===== src/rtl/rss_pkg.sv =====
package rss_pkg;
  localparam int BYTE_W = 8;
  typedef enum logic [1:0] {
    PH_IDLE = 2'd0,
    PH_GAP  = 2'd1,
    PH_SLOT = 2'd2
  } phase_t;
endpackage


===== src/rtl/rss_slot_hash.sv =====
module rss_slot_hash #(
  parameter int ADDR_BYTES = 6,
  parameter int CNT_W      = 6
) (
  input  logic                         clk,
  input  logic                         rst_n,
  input  logic                         load,
  input  logic [ADDR_BYTES*rss_pkg::BYTE_W-1:0] addr,
  input  logic [rss_pkg::BYTE_W-1:0]   sub,
  input  logic [CNT_W:0]               cnt_dec,
  output logic [CNT_W-1:0]             idx_q
);
  localparam int BW = rss_pkg::BYTE_W;
  localparam int DW = (CNT_W + 1 > BW) ? CNT_W + 1 : BW;

  logic [BW-1:0]    fold [ADDR_BYTES+1];
  logic [DW-1:0]    rem_w;
  logic [CNT_W-1:0] idx_d;

  assign fold[0] = sub;
  for (genvar g = 0; g < ADDR_BYTES; g++) begin : g_fold
    assign fold[g+1] = fold[g] ^ addr[g*BW +: BW];
  end

  always_comb begin
    rem_w = DW'(fold[ADDR_BYTES]) % DW'(cnt_dec);
    idx_d = CNT_W'(rem_w);
  end

  always_ff @(posedge clk or negedge rst_n) begin
    if (!rst_n) begin
      idx_q <= '0;
    end else if (load) begin
      idx_q <= idx_d;
    end
  end
endmodule


===== src/rtl/rss_offset_mac.sv =====
module rss_offset_mac #(
  parameter int FLD_W = 16,
  parameter int CNT_W = 6
) (
  input  logic                     clk,
  input  logic                     rst_n,
  input  logic                     load,
  input  logic [CNT_W-1:0]         idx,
  input  logic [CNT_W:0]           cnt_dec,
  input  logic [FLD_W-1:0]         delay,
  input  logic [FLD_W-1:0]         spacing,
  output logic [FLD_W+CNT_W-1:0]   ofs_q,
  output logic [FLD_W+CNT_W:0]     win_q
);
  localparam int OFS_W = FLD_W + CNT_W;
  localparam int WIN_W = FLD_W + CNT_W + 1;

  logic [OFS_W-1:0] ofs_d;
  logic [WIN_W-1:0] win_d;

  always_comb begin
    ofs_d = (OFS_W'(idx) * OFS_W'(spacing)) + OFS_W'(delay);
    win_d = (WIN_W'(cnt_dec) * WIN_W'(spacing)) + WIN_W'(delay);
  end

  always_ff @(posedge clk or negedge rst_n) begin
    if (!rst_n) begin
      ofs_q <= '0;
      win_q <= '0;
    end else if (load) begin
      ofs_q <= ofs_d;
      win_q <= win_d;
    end
  end
endmodule


===== src/rtl/rss_countdown.sv =====
module rss_countdown #(
  parameter int IFS_TICKS  = 150,
  parameter int UNIT_TICKS = 30,
  parameter int OFS_W      = 22
) (
  input  logic             clk,
  input  logic             rst_n,
  input  logic             start,
  input  logic             tick,
  input  logic [OFS_W-1:0] ofs,
  output logic             fire_o,
  output logic             busy_o
);
  import rss_pkg::*;

  localparam int GAP_W = $clog2(IFS_TICKS + 1);
  localparam int PRE_W = $clog2(UNIT_TICKS + 1);
  localparam logic [GAP_W-1:0] GAP_LAST = GAP_W'(IFS_TICKS - 1);
  localparam logic [PRE_W-1:0] PRE_LAST = PRE_W'(UNIT_TICKS - 1);

  phase_t           phase_q, phase_d;
  logic [GAP_W-1:0] gap_q, gap_d;
  logic [PRE_W-1:0] pre_q, pre_d;
  logic [OFS_W-1:0] left_q, left_d;
  logic             fire_q, fire_d;

  always_comb begin
    phase_d = phase_q;
    gap_d   = gap_q;
    pre_d   = pre_q;
    left_d  = left_q;
    fire_d  = 1'b0;
    if (start) begin
      phase_d = PH_GAP;
      gap_d   = GAP_LAST;
      pre_d   = '0;
      left_d  = '0;
    end else if (tick) begin
      case (phase_q)
        PH_GAP: begin
          if (gap_q == '0) begin
            if (ofs == '0) begin
              fire_d  = 1'b1;
              phase_d = PH_IDLE;
            end else begin
              phase_d = PH_SLOT;
              pre_d   = PRE_LAST;
              left_d  = ofs;
            end
          end else begin
            gap_d = gap_q - GAP_W'(1);
          end
        end
        PH_SLOT: begin
          if (pre_q == '0) begin
            if (left_q == OFS_W'(1)) begin
              fire_d  = 1'b1;
              phase_d = PH_IDLE;
            end else begin
              left_d = left_q - OFS_W'(1);
              pre_d  = PRE_LAST;
            end
          end else begin
            pre_d = pre_q - PRE_W'(1);
          end
        end
        default: phase_d = PH_IDLE;
      endcase
    end
  end

  always_ff @(posedge clk or negedge rst_n) begin
    if (!rst_n) begin
      phase_q <= PH_IDLE;
      gap_q   <= '0;
      pre_q   <= '0;
      left_q  <= '0;
      fire_q  <= 1'b0;
    end else begin
      phase_q <= phase_d;
      gap_q   <= gap_d;
      pre_q   <= pre_d;
      left_q  <= left_d;
      fire_q  <= fire_d;
    end
  end

  assign fire_o = fire_q;
  assign busy_o = (phase_q != PH_IDLE);
endmodule


===== src/rtl/rsp_slot_sched.sv =====
module rsp_slot_sched #(
  parameter int ADDR_BYTES = 6,
  parameter int FLD_W      = 16,
  parameter int CNT_W      = 6,
  parameter int IFS_TICKS  = 150,
  parameter int UNIT_TICKS = 30
) (
  input  logic                                  clk,
  input  logic                                  rst_n,
  input  logic                                  tick_us,
  input  logic                                  sync_stb,
  input  logic [FLD_W-1:0]                      cfg_delay,
  input  logic [FLD_W-1:0]                      cfg_spacing,
  input  logic [CNT_W-1:0]                      cfg_count,
  input  logic [ADDR_BYTES*rss_pkg::BYTE_W-1:0] dev_addr,
  input  logic [rss_pkg::BYTE_W-1:0]            subevent_idx,
  output logic                                  tx_trig,
  output logic                                  busy,
  output logic [CNT_W-1:0]                      slot_idx,
  output logic [FLD_W+CNT_W-1:0]                slot_ofs,
  output logic [FLD_W+CNT_W:0]                  resp_window
);
  localparam int ADDR_W = ADDR_BYTES * rss_pkg::BYTE_W;
  localparam int DEC_W  = CNT_W + 1;
  localparam int OFS_W  = FLD_W + CNT_W;
  localparam int WIN_W  = FLD_W + CNT_W + 1;
  localparam logic [DEC_W-1:0] FULL_CNT = DEC_W'(1 << CNT_W);

  logic [FLD_W-1:0]           cap_delay_q, cap_delay_d;
  logic [FLD_W-1:0]           cap_spacing_q, cap_spacing_d;
  logic [DEC_W-1:0]           cap_cnt_dec_q, cap_cnt_dec_d;
  logic [ADDR_W-1:0]          cap_addr_q, cap_addr_d;
  logic [rss_pkg::BYTE_W-1:0] cap_sub_q, cap_sub_d;
  logic                       s1_q, s2_q;
  logic [DEC_W-1:0]           cnt_in_dec;
  logic [CNT_W-1:0]           idx_w;
  logic [OFS_W-1:0]           ofs_w;
  logic [WIN_W-1:0]           win_w;

  always_comb begin
    cnt_in_dec    = (cfg_count == '0) ? FULL_CNT : DEC_W'(cfg_count);
    cap_delay_d   = cap_delay_q;
    cap_spacing_d = cap_spacing_q;
    cap_cnt_dec_d = cap_cnt_dec_q;
    cap_addr_d    = cap_addr_q;
    cap_sub_d     = cap_sub_q;
    if (sync_stb) begin
      cap_delay_d   = cfg_delay;
      cap_spacing_d = cfg_spacing;
      cap_cnt_dec_d = cnt_in_dec;
      cap_addr_d    = dev_addr;
      cap_sub_d     = subevent_idx;
    end
  end

  always_ff @(posedge clk or negedge rst_n) begin
    if (!rst_n) begin
      cap_delay_q   <= '0;
      cap_spacing_q <= '0;
      cap_cnt_dec_q <= FULL_CNT;
      cap_addr_q    <= '0;
      cap_sub_q     <= '0;
      s1_q          <= 1'b0;
      s2_q          <= 1'b0;
    end else begin
      cap_delay_q   <= cap_delay_d;
      cap_spacing_q <= cap_spacing_d;
      cap_cnt_dec_q <= cap_cnt_dec_d;
      cap_addr_q    <= cap_addr_d;
      cap_sub_q     <= cap_sub_d;
      s1_q          <= sync_stb;
      s2_q          <= s1_q;
    end
  end

  rss_slot_hash #(.ADDR_BYTES(ADDR_BYTES), .CNT_W(CNT_W)) hash_i (
    .clk(clk), .rst_n(rst_n), .load(s1_q), .addr(cap_addr_q),
    .sub(cap_sub_q), .cnt_dec(cap_cnt_dec_q), .idx_q(idx_w)
  );

  rss_offset_mac #(.FLD_W(FLD_W), .CNT_W(CNT_W)) mac_i (
    .clk(clk), .rst_n(rst_n), .load(s2_q), .idx(idx_w),
    .cnt_dec(cap_cnt_dec_q), .delay(cap_delay_q), .spacing(cap_spacing_q),
    .ofs_q(ofs_w), .win_q(win_w)
  );

  rss_countdown #(.IFS_TICKS(IFS_TICKS), .UNIT_TICKS(UNIT_TICKS), .OFS_W(OFS_W)) cd_i (
    .clk(clk), .rst_n(rst_n), .start(sync_stb), .tick(tick_us),
    .ofs(ofs_w), .fire_o(tx_trig), .busy_o(busy)
  );

  assign slot_idx    = idx_w;
  assign slot_ofs    = ofs_w;
  assign resp_window = win_w;
endmodule


===== config.mk =====
export PLATFORM = sky130hd
export DESIGN_NAME = rsp_slot_sched
export DESIGN_NICKNAME = d
export VERILOG_FILES = /design/src/rtl/rss_pkg.sv /design/src/rtl/rss_slot_hash.sv /design/src/rtl/rss_offset_mac.sv /design/src/rtl/rss_countdown.sv /design/src/rtl/rsp_slot_sched.sv
export SDC_FILE = /design/constraint.sdc
export NUM_CORES = 1
export LEC_CHECK = 0
export BUFFER_PORTS_ARGS = -buffer_cell sky130_fd_sc_hd__buf_2
export CAP_MARGIN = 40
export CORE_ASPECT_RATIO = 2
export CORE_MARGIN = 2
export CORE_UTILIZATION = 45
export CTS_CLUSTER_DIAMETER = 50
export DETAILED_ROUTE_END_ITERATION = 10
export HOLD_SLACK_MARGIN = 0.05
export PLACE_DENSITY = 0.64
export SLEW_MARGIN = 30
export SYNTH_ARGS = -nofsm -noshare
export SYNTH_HDL_FRONTEND = slang
export SYNTH_SLANG_ARGS = --single-unit

===== constraint.sdc =====
create_clock -name clk -period 12.01 [get_ports clk]
set_input_delay 2.402 -clock clk [delete_from_list [all_inputs] [get_ports clk]]
set_output_delay 2.402 -clock clk [all_outputs]
set_load 0.03 [all_outputs]

==> run metrics <==
antenna cells=0; cell area after synthesis=17200 sq um; hold-fix buffers at CTS=0; sequential cell area=4660 sq um; CTS root buffer=clkbuf_16; R2R Path End=hash_i.idx_q[1]; Row Count=101; dpl hpwl=35.3 mm; H-tree depth=4; Hold Path Cell Cnt=2; Via density=5.61; DRC=0; antenna violations before repair=1; Crit path largest cell delay=0.53 ns; GP Congestion=0.899; Total GRT Usage=23.7%; final hold vios=0; Clock Path Buffers=2; CTS Buf Count=17; reg2reg start=cap_addr_q[7]; Hold Crit Start=cd_i.left_q[21]; Worst Max-Slew Pin Slew=0.855 ns; initial drt markers=498; vias in the first global route=14400; CTS Sinks=186; Cell variety after synth=81; DR WL/cell=19.0 microns; Antenna Violating Nets Remaining=0; RSZ-0062 raised after global routing=no; syn_nets=2161; final wirelength=44.9 mm; largest net degree at the start of global routing=72; clk_lat worst skew=0.46 ns; CP Capture Type=register; Worst slew margin=42.4%; Initial Util=45.4%; fin crit period=11.19 ns; hold_ws=0.504 ns; max frequency=0.0894 GHz; max-cap violations=0; core area=37800 sq um; fraction of registers with async set or reset after synthesis=100%; die area=39800 sq um; worst clock skew=0.0151 ns; post-placement cell count=2336; status=finished clean; layout cells sized above 1=18.0%; Area growth syn-to-layout=10.8%; reg2reg setup slack=0.82 ns; first-pass GRT wire length=73.3 mm; final worst-path cycle share=93.2%; crit start category=register; number of synthesized flops with an enable pin=0; cells after synthesis=1781; crit path DAT=11.51 ns; WS Path Type=register to register; CTS tree=yes; R2R depth=47; Clock transition at path regs=0.07 ns; via count=13300; Syn Area/Cell=9.64 sq um; ys flop type=dfrtp_1; setup bufs post-CTS=0; Yosys reg bits=186; Congestion Overflow GR=0; die height=280 microns; IO Pins=151; final setup TNS=0 ns; DR pass1 iterations=5; Worst EP required=12.33 ns; placed inst area=18400 sq um; final cell count without fillers=2370; area of the multi-input gates=11400 sq um; I/O Buffers=150; cell mode on critical path=ha_1; Yosys warnings=0; Crit-path slowest cell=or4b_1; register area share after synthesis=27.1%; Filler Cells Inserted=3546; fin. max-slew vios=0; Final Cell Area=19000 sq um; Hold/Removal Path Class=register to register; crit path max fanout=8; nets=2274; Setup Viol. Count Final=0; Worst Hold Path EP=cd_i.left_q[21]; Die Span X=142 microns
[cell usage after synthesis (23+ instances only)]
master / n / area [sq um]
clkbuf_1: 69 / 259
nand2_1: 215 / 807
ha_1: 126 / 1580
nor3_1: 27 / 135
dfrtp_1: 185 / 4630
o21ai_1: 33 / 165
and2_1: 72 / 450
inv_1: 211 / 792
nor2_1: 66 / 248
a21o_1: 30 / 225
fa_1: 156 / 3120
xor2_1: 23 / 201
mux2_2: 112 / 1260
a21oi_1: 68 / 340
o21ai_0: 58 / 290
xnor2_1: 53 / 464
[final cells by class]
cell class                 instances  area share, %
inverter                         214           4.22
multi-input combinational       1301           60.0
tap                              463           3.04
timing repair buffer             174           5.24
clock inverter                    12          0.605
clock buffer                      20           2.40
sequential                       186           24.5
[worst max-delay path: cells and delay by family, from the launching register on]
family | cells | cell delay (ns)
buf+inv | 1 | 0.08
fa+ha+maj | 8 | 2.54
mux | 4 | 1.22
simple gates | 10 | 2.13
compound gates | 22 | 3.94
flops | 1 | 0.38
xor+xnor | 2 | 0.72
[cell families after synthesis]
logic type,Yosys count,synth area share (%)
and+or+nand+nor,500,14.1
AOI/OAI and AO/OA,309,11.6
buffers and inverters,294,6.55
adders and majority gates,282,27.4
DFF,186,27.1
muxes,124,8.13
xor gates and xnor gates,86,5.12
[metrics by stage]
stage / setup slack (ns) / util [%]
CTS: 0.308 / 50.1
global route: 0.0171 / 50.4
detailed placement: 0.359 / 48.6
global placement: 0.530 / 48.5
finish: 0.821 / 50.4
floorplan: 1.48 / -
[worst max path at each step]
stage,from,end
after global routing,cap_addr_q[7],hash_i.idx_q[4]
after CTS,cap_addr_q[7],hash_i.idx_q[1]
after floorplan,cap_addr_q[7],hash_i.idx_q[1]
after detailed placement,cap_addr_q[7],hash_i.idx_q[1]
after global placement,cap_addr_q[7],hash_i.idx_q[1]
final,cap_addr_q[7],hash_i.idx_q[1]
[placed cells by master (no fill, tap or decap), drive strengths merged, types with 6 or more instances in the layout]
cell      n
inv     216
nand2   215
dfrtp   185
buf     172
fa      156
ha      126
mux2    115
o21ai    92
and2     72
a21oi    69
nor2     66
xnor2    55
a21o     31
nor3     28
xor2     23
clkbuf   21
o21a     19
nand3    19
and3     19
nor4     16
nand2b   13
nor2b    12
a31oi    11
o31ai    11
o211ai   11
nand4     9
or3       9
mux2i     9
xnor3     8
a211oi    6
o21bai    6
o311ai    6
clkinv    6
[repair_timing]
action,4_1_cts,5_1_grt
gates resized for setup,0,9
endpoints found under the setup margin,0,6
hold endpoints to repair,0,0
[sequential cells by signal (all words and copies together), names as in the netlist, 7 cells and up]
name / cells
cap_addr_q: 48
cap_cnt_dec_q: 7
cap_delay_q: 16
cap_spacing_q: 16
cap_sub_q: 8
cd_i.gap_q: 8
cd_i.left_q: 22
mac_i.ofs_q: 22
mac_i.win_q: 23
[routing by layer]
metal | global-route usage, % | up-vias | wire length (microns)
met5 | 0 | - | 18
met3 | 3.16 | 127 | 1760
met1 | 24.3 | 6629 | 15700
met4 | 11.3 | 2 | 2040
li1 | - | 6171 | -
met2 | 46.3 | 365 | 25400
Power is left out: the tool's default activity adds up to more than one toggle a clock period on the data nets, which glitch-free logic cannot reach.
